<file path="src/rtl/skew_pkg.sv">
package skew_pkg;
  localparam int SEL_W = 5;
  localparam int SHIFT_W = 5;

  typedef enum logic [1:0] {W_SKEW, W_INV, W_DIV2, W_DIV4} wave_e;

  typedef struct packed {
    wave_e             kind;
    logic [SHIFT_W-1:0] shift; // two's complement time units
  } wave_cfg_t;

  function automatic wave_cfg_t decode_sel(input logic [SEL_W-1:0] c);
    wave_cfg_t d;
    d.kind  = W_SKEW;
    d.shift = '0;
    if (c[4:3] == 2'b00 && c[2:0] != 3'd0)
      d.shift = 5'd8 - {2'b00, c[2:0]};
    else if (c[4:3] == 2'b01 && c[2:0] != 3'd0)
      d.shift = 5'd0 - {2'b00, c[2:0]};
    else if (c == 5'b10000)
      d.kind = W_INV;
    else if (c == 5'b10001)
      d.kind = W_DIV2;
    else if (c == 5'b10010)
      d.kind = W_DIV4;
    return d;
  endfunction
endpackage

</file>
<file path="src/rtl/skew_phase.sv">
module skew_phase #(
  parameter int PH_BITS  = 4,
  parameter int DIV_BITS = 2,
  parameter int SEL_W    = 5
) (
  input  logic                clk,
  input  logic                rst,
  input  logic                mr,
  input  logic [SEL_W-1:0]    sel_in,
  output logic [PH_BITS-1:0]  ph,
  output logic [DIV_BITS-1:0] dcnt,
  output logic [SEL_W-1:0]    act_sel
);
  localparam logic [PH_BITS-1:0] LAST = '1;

  always_ff @(posedge clk) begin
    if (rst || mr) begin
      ph      <= '0;
      dcnt    <= '0;
      act_sel <= sel_in;
    end else begin
      ph <= ph + 1'b1;
      if (ph == LAST) begin
        act_sel <= sel_in;
        dcnt    <= dcnt + 1'b1;
      end
    end
  end

  AST_SEL_HOLD:  assert property (@(posedge clk) disable iff (rst)
    (!mr && ph != LAST) |=> $stable(act_sel));
  AST_PH_WRAP:   assert property (@(posedge clk) disable iff (rst)
    (!mr && ph == LAST) |=> (ph == '0));
  AST_DIV_STILL: assert property (@(posedge clk) disable iff (rst)
    (!mr && ph != LAST) |=> $stable(dcnt));
  AST_MR_CLEAR:  assert property (@(posedge clk) disable iff (rst)
    mr |=> (ph == '0 && dcnt == '0));
endmodule

</file>
<file path="src/rtl/skew_wave.sv">
module skew_wave import skew_pkg::*; #(
  parameter int PH_BITS  = 4,
  parameter int DIV_BITS = 2
) (
  input  logic [PH_BITS-1:0]  ph,
  input  logic [DIV_BITS-1:0] dcnt,
  input  wave_cfg_t           cfg,
  output logic                raw
);
  logic [PH_BITS-1:0] shifted;

  always_comb begin
    shifted = ph - cfg.shift[PH_BITS-1:0];
    unique case (cfg.kind)
      W_INV:   raw = ph[PH_BITS-1];
      W_DIV2:  raw = dcnt[0];
      W_DIV4:  raw = dcnt[1];
      default: raw = ~shifted[PH_BITS-1];
    endcase
  end
endmodule

</file>
<file path="src/rtl/skew_gate.sv">
module skew_gate (
  input  logic clk,
  input  logic rst,
  input  logic raw,
  input  logic stop,
  input  logic gmode,
  input  logic park_lvl,
  output logic q,
  output logic qn,
  output logic oe
);
  logic park_q, want_gate, g_q, g_nxt;

  always_comb begin
    park_q    = ~park_lvl;
    want_gate = stop & gmode;
    g_nxt     = want_gate & (g_q | (raw == park_q));
  end

  always_ff @(posedge clk) begin
    if (rst) begin
      g_q <= 1'b0;
      q   <= 1'b0;
      qn  <= 1'b1;
      oe  <= 1'b0;
    end else begin
      g_q <= g_nxt;
      q   <= g_nxt ? park_q : raw;
      qn  <= g_nxt ? park_lvl : ~raw;
      oe  <= ~(stop & ~gmode);
    end
  end

  AST_GATED_OE: assert property (@(posedge clk) disable iff (rst)
    g_q |-> oe);
endmodule

</file>
<file path="src/rtl/skew_bank.sv">
module skew_bank import skew_pkg::*; #(
  parameter int PH_BITS = 4
) (
  input  logic             clk,
  input  logic             rst,
  input  logic [SEL_W-1:0] sel,
  input  logic             dis,
  input  logic             gate_mode,
  input  logic             park_lvl,
  input  logic             pwr_n,
  input  logic             all_off,
  output logic             q,
  output logic             qn,
  output logic             oe
);
  localparam int DIV_BITS = 2;

  logic [PH_BITS-1:0]  ph;
  logic [DIV_BITS-1:0] dcnt;
  logic [SEL_W-1:0]    act_sel;
  wave_cfg_t           cfg;
  logic                raw, stop;

  skew_phase #(.PH_BITS(PH_BITS), .DIV_BITS(DIV_BITS), .SEL_W(SEL_W)) u_phase (
    .clk(clk), .rst(rst), .mr(all_off), .sel_in(sel),
    .ph(ph), .dcnt(dcnt), .act_sel(act_sel)
  );

  always_comb begin
    cfg  = decode_sel(act_sel);
    stop = dis | ~pwr_n;
  end

  skew_wave #(.PH_BITS(PH_BITS), .DIV_BITS(DIV_BITS)) u_wave (
    .ph(ph), .dcnt(dcnt), .cfg(cfg), .raw(raw)
  );

  skew_gate u_gate (
    .clk(clk), .rst(rst), .raw(raw), .stop(stop), .gmode(gate_mode),
    .park_lvl(park_lvl), .q(q), .qn(qn), .oe(oe)
  );
endmodule

</file>
<file path="config.mk">
export PLATFORM = sky130hd
export DESIGN_NAME = skew_bank
export DESIGN_NICKNAME = d
export VERILOG_FILES = /design/src/rtl/skew_pkg.sv /design/src/rtl/skew_phase.sv /design/src/rtl/skew_wave.sv /design/src/rtl/skew_gate.sv /design/src/rtl/skew_bank.sv
export SDC_FILE = /design/constraint.sdc
export NUM_CORES = 1
export LEC_CHECK = 0
export BUFFER_PORTS_ARGS = -buffer_cell sky130_fd_sc_hd__buf_4
export CAP_MARGIN = 40
export CORE_UTILIZATION = 56
export DETAILED_ROUTE_END_ITERATION = 16
export PLACE_DENSITY = 0.83
export SYNTH_ARGS = -nofsm -noshare
export SYNTH_HDL_FRONTEND = slang
export SYNTH_SLANG_ARGS = --single-unit
</file>
<file path="constraint.sdc">
create_clock -name clk -period 5.3 [get_ports clk]
set_input_delay 0.53 -clock clk [delete_from_list [all_inputs] [get_ports clk]]
set_output_delay 0.53 -clock clk [all_outputs]
set_load 0.02 [all_outputs]
</file>
==> impl_metrics.py, run 1 <==
metrics = {
    "layout": {
        "nNetsFinal": 113,
        "fill_cells": 96,
        "multi_input_area_um2": 392.9,
        "regArea_um2": 350.3,
        "drive_gt1_share_pct": 21.51,
        "diodes": 0,
        "syn_to_final_growth_pct": 19.44,
        "fin_cells": 107,
    },
    "global_route": {
        "grt-ovfl-total": 0,
        "grt_pass1_wl_um": 2283,
        "track_usage_pct": 23.48,
        "antenna_found_initial": 0,
        "first_global_vias": 587,
        "grt_max_degree": 9,
    },
    "floorplanning": {
        "die_width_um": 38.98,
        "num_io_pins": 15,
        "num_rows": 12,
        "core_area_um2": 1186,
        "start_util_pct": 64.56,
        "dieArea_um2": 1519,
        "die_h_um": 38.98,
    },
    "route": {
        "route.vias.total": 616,
        "wirelength_um": 1389,
        "drtAntennaViolNets": 0,
        "via_per_inst": 5.757,
        "drt_iter0_markers": 9,
        "wl_per_cell_um": 12.98,
        "drcViolationCount": 0,
        "dr.pass1.iters": 4,
    },
    "clock_tree": {
        "cts.sinks": 15,
        "path_clk_slew_ps": 80,
        "cts_setup_buffers": 0,
        "clock_path_buffers": 2,
        "h-tree-depth": 1,
        "cts_buffers": 3,
        "hold_buffers": 0,
        "root_buffer": "clkbuf_4",
        "ctsResizeCount": 0,
        "cts_tree": "built",
        "clk_latency_ps": 280,
    },
    "timing": {
        "final.setup.tns_ps": 0,
        "setup_viol": 0,
        "skew_ps": 0.4447,
        "period_share_pct": 54.39,
        "slew_violations": 0,
        "tightest_slew_ps": 382.3,
        "fin_crit_ps": 2882,
        "rsz0062_at_grt": "false",
        "fmax_ghz": 0.3469,
        "slew_headroom_pct": 74.32,
        "finalHoldViolCount": 0,
    },
    "synth": {
        "synth_top_area_cell": "dfxtp_1",
        "synth_top_area_share_pct": 26.14,
        "async_flop_share_pct": 0,
        "yosys-top-cells-count": "dfxtp_1, nor2_1, ha_1",
        "ys_seq_area_share_pct": 45.75,
        "ys_warn_count": 0,
        "syn-num-nets": 94,
        "netlist_instances": 75,
        "synth_seq_cells": 15,
        "synth.most_common_cell": "dfxtp_1",
        "synth_edf_count": 5,
        "ys.flop_type": "dfxtp_1",
        "ys_types": 29,
        "synth_area_leaders": "dfxtp_1, edfxtp_1, ha_1",
        "syn-cell-area_um2": 765.7,
        "postSynthAreaPerCell_um2": 10.21,
    },
    "critical_path": {
        "cp_max_fo": 5,
        "cp_cell_sequence": "inv_1 > ha_1 > ha_1 > nor2_1 > nand2_1 > ha_1 > a21o_1 > a311oi_1 > nor3_1 > o31a_1 > o31a_1",
        "cp.required_ps": 5480,
        "cp.arrival_ps": 3060,
        "path_class": "register to register",
        "slowest_delay_ps": 440,
        "cpMostUsedCell": "ha_1",
        "worst_path_max_delay_cell": "edfxtp_1",
        "startpoint_type": "register",
        "crit_path_end_kind": "register",
    },
    "power_and_ir_drop": {
        "cellPowerDensity_nw_per_um2": 259.7,
        "peakVddDrop_v": 0.0002127,
        "power.total_w": 0.0002375,
        "p_leak_nw": 0.4272,
    },
    "status": {
        "status": "finished clean",
    },
    "place": {
        "portBuffers": 14,
        "gp_congestion": 0.7979,
        "dp_hpwl_um": 1082,
        "dp_cells": 103,
    },
    "min_path": {
        "hold_path_class": "input port to register",
    },
    "job": {
        "maxCapViolCount": 0,
    },
}
==> placed cells by master (no fill, tap or decap), types with 2 or more instances in the layout <==
cell      synthesis  routed
o31a_1            3       3
nand2_1           5       5
nand3_1           3       3
nor2_1            9       9
edfxtp_1          5       5
buf_4             0      14
dfxtp_1          10      10
xnor2_1           2       2
o211a_1           2       2
nor4_1            2       2
ha_1              7       7
a22o_1            2       2
clkbuf_4          0       3
nand2b_1          2       2
xor2_1            2       2
inv_1             6       6
==> critical path, delay by kind of cell (launching register included) <==
family / cells / cell delay [ps]
AND/OR/NAND/NOR: 3 / 390
flip-flops: 1 / 440
AO/OA/AOI/OAI: 4 / 1090
buffers and inverters: 1 / 90
adder cells (fa/ha/maj): 3 / 780
==> worst paths after layout <==
check / startpoint / to / slack [ps] / cells past startpoint
worst max register to register: u_phase.act_sel[0] / u_gate.g_q / 2420 / 11
worst max-delay path: u_phase.act_sel[0] / u_gate.g_q / 2420 / 11
worst min-delay path: sel[3] / u_phase.act_sel[3] / 420 / 1
worst min register to register: u_phase.ph[0] / u_phase.ph[0] / 490 / 1
==> power breakdown <==
part | internal [W] | switching [W] | leakage (nW)
Clock | 0.0000292 | 0.0000341 | 0.0150
Sequential | 0.000126 | 0.00000449 | 0.133
Combinational | 0.0000228 | 0.0000210 | 0.279
Total | 0.000178 | 0.0000596 | 0.427
==> kinds of logic after synthesis <==
group,count (synthesis),share of synthesized area [%]
buffers and inverters,6,2.941
adder cells (fa/ha/maj),7,11.44
AND/OR/NAND/NOR,30,20.43
XOR/XNOR,4,4.576
AO/OA/AOI/OAI,13,14.87
flip-flops,15,45.75
==> stage by stage <==
stage,setup slack [ps],hold slack [ps],util (%),cell area [µm²]
2_1_floorplan,2655,429.8,-,765.7
3_3_place_gp,2509,443.6,74.89,888.4
3_5_place_dp,2454,462.0,74.89,888.4
4_1_cts,2446,415.5,77.11,914.6
5_1_grt,2254,404.6,77.11,914.6
6_report,2418,421.2,77.11,914.6
==> state kept, by name, indices dropped and copies added, names as in the netlist <==
register         count
u_phase.act_sel      5
u_phase.ph           4
u_phase.dcnt         2
u_gate.g_q           1
u_gate.oe            1
u_gate.q             1
u_gate.qn            1
==> layer usage <==
metal	global-route usage (%)	wire [µm]	vias to the layer above
met5	0	0	-
met4	12.93	29	0
met3	5.202	47	5
met2	39.17	685	11
met1	27.47	625	288
li1	-	-	312
==> area by class of cell <==
type / count / area share [%]
clock buffer: 4 / 2.873
inverter: 6 / 2.462
multi-input combinational: 54 / 42.95
sequential: 15 / 38.30
tap: 14 / 1.915
timing repair buffer: 14 / 11.49
No activity file was read; power rests on OpenSTA's default activity.
==> run 2, diff against run 1 <==
CORE_UTILIZATION = 52   (was 56)
PLACE_DENSITY = 0.78   (was 0.83)
clock period = 3.01 ns   (was 5.3 ns; I/O delays follow)
==> run 2 against run 1 <==
Compared with the run above: design area is 0.41% higher; setup slack got worse by 2200 ps; largest power group unchanged; power up 77%; via count is 4.4% lower.
==> impl_metrics.py, run 2 (same netlist as run 1, synthesis figures left out) <==
metrics = {
    "status": {
        "status": "finished clean",
    },
    "layout": {
        "syn_to_final_growth_pct": 19.93,
        "final_util_pct": 68.86,
        "layout_commonest_cell": "buf_4",
        "multi_input_area_um2": 395.4,
        "largestRegisters": "u_phase.act_sel: 5 flops, u_phase.ph: 4 flops, u_phase.dcnt: 2 flops",
        "fin_cells": 108,
        "nNetsFinal": 113,
        "largest_register": "u_phase.act_sel",
        "largest_reg_flops": 5,
        "final_cell_mix": "buf_4, dfxtp_1, nor2_1",
        "fill_cells": 102,
        "regArea_um2": 350.3,
        "diodes": 0,
        "drive_gt1_share_pct": 22.58,
    },
    "floorplanning": {
        "start_util_pct": 57.41,
        "die_h_um": 40.38,
        "num_io_pins": 15,
        "core_area_um2": 1334,
        "num_rows": 13,
        "die_width_um": 40.38,
        "dieArea_um2": 1630,
    },
    "timing": {
        "fin_ws_ps": 218.9,
        "skew_ps": 2.146,
        "hold-worst-slack_ps": 188.8,
        "slew_violations": 0,
        "fin_crit_ps": 2791,
        "period_share_pct": 92.73,
        "final.setup.tns_ps": 0,
        "finalHoldViolCount": 0,
        "tightest_slew_ps": 394.0,
        "rsz0062_at_grt": "false",
        "fmax_ghz": 0.3583,
        "setup_viol": 0,
        "slew_headroom_pct": 73.53,
    },
    "place": {
        "gp_congestion": 0.7714,
        "portBuffers": 14,
        "dp_cells": 104,
        "dp_hpwl_um": 1005,
        "dp_slack_ps": 187.4,
    },
    "global_route": {
        "antenna_found_initial": 0,
        "track_usage_pct": 18.33,
        "grt_max_degree": 9,
        "first_global_vias": 481,
        "grt-ovfl-total": 0,
        "grt_pass1_wl_um": 1925,
    },
    "min_path": {
        "hold_path_class": "input port to register",
        "min_to": "u_phase.act_sel[3]",
        "hp-start": "sel[3]",
        "hold-path-cell-count": 1,
    },
    "power_and_ir_drop": {
        "p_leak_nw": 0.4273,
        "seqPwrFrac_pct": 54.5,
        "intPower_w": 0.0003133,
        "pwr-share-comb_pct": 18.1,
        "cellPowerDensity_nw_per_um2": 458.3,
        "p_clk_share_pct": 27.5,
        "switching_power_w": 0.0001076,
        "peakVddDrop_v": 0.0002393,
        "swShare_pct": 25.57,
    },
    "route": {
        "wirelength_um": 1279,
        "drcViolationCount": 0,
        "wl_per_cell_um": 11.84,
        "via_per_inst": 5.454,
        "route.vias.total": 589,
        "dr.pass1.iters": 4,
        "drt_iter0_markers": 7,
        "drtAntennaViolNets": 0,
    },
    "critical_path": {
        "cp_cell_sequence": "inv_1 > ha_1 > ha_1 > nor2_2 > nand2_1 > ha_1 > a21o_1 > a22o_1 > o211a_1 > o31a_1 > o31a_1",
        "r2r_start": "u_phase.act_sel[0]",
        "reg2reg_depth": 11,
        "crit_path_end_kind": "register",
        "cp_max_fo": 5,
        "cp.required_ps": 3190,
        "slowest_delay_ps": 410,
        "cpMostUsedCell": "ha_1",
        "cp.arrival_ps": 2970,
        "r2r-end": "u_gate.g_q",
        "r2r_slack_ps": 220,
        "path_class": "register to register",
        "startpoint_type": "register",
        "worst_path_max_delay_cell": "edfxtp_1",
    },
    "clock_tree": {
        "clock_path_buffers": 2,
        "cts_buffers": 3,
        "root_buffer": "clkbuf_4",
        "cts_tree": "built",
        "h-tree-depth": 1,
        "cts_setup_buffers": 0,
        "clk_latency_ps": 280,
        "cts.sinks": 15,
        "path_clk_slew_ps": 90,
    },
    "job": {
        "maxCapViolCount": 0,
    },
}
-- run 2: cell counts in the layout (fill, tap and decap cells not counted) --
Identical to the previous run, type by type.
-- run 2: power groups by stage --
stage / combinational [W] / sequential (W) / clock, W
after floorplan: 0.0000420 / 0.000239 / 0
after global placement: 0.0000744 / 0.000234 / 0
after detailed placement: 0.0000763 / 0.000233 / 0
after CTS: 0.0000765 / 0.000229 / 0.000119
after global routing: 0.0000839 / 0.000231 / 0.000125
final: 0.0000761 / 0.000229 / 0.000116
-- run 2: layer usage --
layer | global-route usage [%] | up-vias | wire length [µm]
li1 | - | 307 | -
met1 | 22.22 | 263 | 586
met4 | 7.500 | 0 | 25
met5 | 0 | - | 0
met3 | 6.667 | 5 | 59
met2 | 28.97 | 14 | 607
-- run 2: worst max path at each step --
stage | start | endpoint | cells after the start
6_report | u_phase.act_sel[0] | u_gate.g_q | 11
3_3_place_gp | u_phase.act_sel[0] | u_gate.g_q | 11
4_1_cts | u_phase.act_sel[0] | u_gate.g_q | 11
3_5_place_dp | u_phase.act_sel[0] | u_gate.g_q | 11
5_1_grt | u_phase.act_sel[0] | u_gate.q | 11
2_1_floorplan | u_phase.act_sel[0] | u_gate.g_q | 11
-- run 2: metrics by stage --
| step | total power (W) | cell area (µm²) |
|---|---|---|
| 2_1_floorplan | 0.0002808 | 765.7 |
| 5_1_grt | 0.0004399 | 918.4 |
| 3_3_place_gp | 0.0003081 | 889.6 |
| 3_5_place_dp | 0.0003096 | 889.6 |
| 6_report | 0.0004209 | 918.4 |
| 4_1_cts | 0.0004248 | 915.9 |
-- run 2: repair_timing --
action	4_1_cts	5_1_grt
setup endpoints to repair	0	2
hold buffers	0	0
resized for setup	0	1
-- run 2: layout make-up --
| cell class | count | share of cell area, % |
|---|---|---|
| clock buffer | 4 | 2.861 |
| inverter | 6 | 2.452 |
| multi-input combinational | 54 | 43.05 |
| sequential | 15 | 38.15 |
| tap | 15 | 2.044 |
| timing repair buffer | 14 | 11.44 |
-- run 2: critical path, delay by kind of cell, from the launching register on --
| family | cells | cell delay (ps) |
|---|---|---|
| DFF | 1 | 410 |
| adders and majority gates | 3 | 770 |
| and+or+nand+nor | 2 | 200 |
| buffers and inverters | 1 | 80 |
| AOI/OAI and AO/OA | 5 | 1230 |
==> run 3, diff against run 2 <==
PLACE_DENSITY = 0.76   (was 0.78)
==> run 3 against run 2 <==
Compared with the run above: critical path depth unchanged; critical endpoint unchanged; hold slack worse by 7.4 ps; combinational power up 0.7%; sequential share of layout area up 0.052 points; utilization down 0.094 points; routed wire length up 6.3%.
==> impl_metrics.py, run 3 (same netlist as run 1, synthesis figures left out) <==
metrics = {
    "route": {
        "dr.pass1.iters": 4,
        "via_per_inst": 5.574,
        "drtAntennaViolNets": 0,
        "wirelength_um": 1360,
        "route.vias.total": 602,
        "wl_per_cell_um": 12.59,
        "drcViolationCount": 0,
        "drt_iter0_markers": 7,
    },
    "floorplanning": {
        "num_io_pins": 15,
        "die_width_um": 40.38,
        "core_area_um2": 1334,
        "die_h_um": 40.38,
        "num_rows": 13,
        "start_util_pct": 57.41,
        "dieArea_um2": 1630,
    },
    "critical_path": {
        "cp.arrival_ps": 3040,
        "cpMostUsedCell": "ha_1",
        "path_class": "register to register",
        "r2r_start": "u_phase.act_sel[0]",
        "worst_path_max_delay_cell": "edfxtp_1",
        "reg2reg_depth": 11,
        "r2r-end": "u_gate.g_q",
        "cp.required_ps": 3200,
        "r2r_slack_ps": 160,
        "crit_path_end_kind": "register",
        "cp_cell_sequence": "inv_1 > ha_1 > ha_1 > nor2_1 > nand2_1 > ha_1 > a21o_1 > a22o_1 > o211a_1 > o31a_1 > o31a_1",
        "startpoint": "u_phase.act_sel[0]",
        "slowest_delay_ps": 420,
        "cp_max_fo": 5,
        "startpoint_type": "register",
    },
    "place": {
        "portBuffers": 14,
        "gp_congestion": 0.7304,
        "dp_cells": 104,
        "dp_hpwl_um": 1075,
    },
    "clock_tree": {
        "root_buffer": "clkbuf_4",
        "cts_setup_buffers": 0,
        "path_clk_slew_ps": 90,
        "h-tree-depth": 1,
        "ctsResizeCount": 0,
        "hold_buffers": 0,
        "cts_tree": "built",
        "clk_latency_ps": 290,
        "cts_buffers": 3,
        "cts.sinks": 15,
        "clock_path_buffers": 2,
    },
    "timing": {
        "fin_crit_ps": 2853,
        "slew_headroom_pct": 74.93,
        "rsz0062_at_grt": "false",
        "skew_ps": 2.590,
        "hold-worst-slack_ps": 181.5,
        "fmax_ghz": 0.3505,
        "tightest_slew_ps": 373.2,
        "slew_violations": 0,
        "setup_viol": 0,
        "final.setup.tns_ps": 0,
        "finalHoldViolCount": 0,
        "period_share_pct": 94.77,
    },
    "global_route": {
        "grt_pass1_wl_um": 2021,
        "grtUsageMet3_pct": 10.00,
        "busiest_layer": "met2",
        "antenna_found_initial": 0,
        "track_usage_pct": 20.16,
        "met2_usage_pct": 30.56,
        "first_global_vias": 499,
        "grt-ovfl-total": 0,
        "use_met1_pct": 22.22,
        "grt_max_degree": 10,
    },
    "power_and_ir_drop": {
        "cellPowerDensity_nw_per_um2": 459.8,
        "peakVddDrop_v": 0.0003395,
        "p_leak_nw": 0.4299,
    },
    "layout": {
        "drive_gt1_share_pct": 22.58,
        "largest_register": "u_phase.act_sel",
        "nNetsFinal": 113,
        "diodes": 0,
        "fin_cells": 108,
        "fill_cells": 110,
        "largestRegisters": "u_phase.act_sel: 5 flops, u_phase.ph: 4 flops, u_phase.dcnt: 2 flops",
        "final_cell_mix": "buf_4, dfxtp_1, nor2_1",
        "largest_reg_flops": 5,
        "syn_to_final_growth_pct": 19.77,
        "layout_commonest_cell": "buf_4",
    },
    "status": {
        "status": "finished clean",
    },
    "min_path": {
        "hold_path_class": "input port to register",
        "hold-path-cell-count": 1,
        "min_to": "u_phase.act_sel[1]",
        "hp-start": "sel[1]",
    },
    "job": {
        "maxCapViolCount": 0,
    },
}
==> run 3: power by group <==
part           switching [W]  total (W)  internal [W]  leakage, nW
combinational      0.0000366  0.0000766     0.0000401        0.279
sequential        0.00000738   0.000229      0.000222        0.133
clock              0.0000665   0.000116     0.0000495       0.0177
==> run 3: area by class of cell <==
type	count	area [µm²]	share of cell area, %
inverters	6	22.52	2.456
repair buffers	14	105.1	11.46
multi-input cells	54	392.9	42.84
clock inverters	1	5.005	0.5457
flip-flops and latches	15	350.3	38.20
clock buffers	3	22.52	2.456
well taps	15	18.77	2.046
==> run 3: per-layer routing <==
layer | part of all wire [%] | vias to the layer above
met5 | 0 | -
met4 | 0.96 | 0
met3 | 3.9 | 2
met2 | 49 | 15
met1 | 46 | 278
li1 | - | 307
==> run 3: per-stage QoR <==
step / setup WS, ps / util, % / instance area [µm²] / total power, W
after global placement: 280.8 / 66.70 / 889.6 / 0.0003080
after floorplan: 365.0 / - / 765.7 / 0.0002808
after detailed placement: 174.2 / 66.70 / 889.6 / 0.0003106
after CTS: 158.2 / 68.76 / 917.1 / 0.0004281
final: 157.3 / 68.76 / 917.1 / 0.0004217
after global routing: 19.70 / 68.76 / 917.1 / 0.0004491
==> run 3: critical path: cells and delay by family, from the launching register on <==
| family | cells | cell delay, ps |
|---|---|---|
| AOI/OAI and AO/OA | 5 | 1230 |
| adders and majority gates | 3 | 760 |
| buffers and inverters | 1 | 80 |
| DFF | 1 | 420 |
| and+or+nand+nor | 2 | 240 |
==> run 3: worst max-delay path by stage <==
stage	endpoint	slack, ps	cells past startpoint
2_1_floorplan	u_gate.g_q	360	11
3_3_place_gp	u_gate.g_q	280	11
3_5_place_dp	u_gate.g_q	170	11
4_1_cts	u_gate.g_q	160	11
5_1_grt	u_gate.g_q	20	11
6_report	u_gate.g_q	160	11
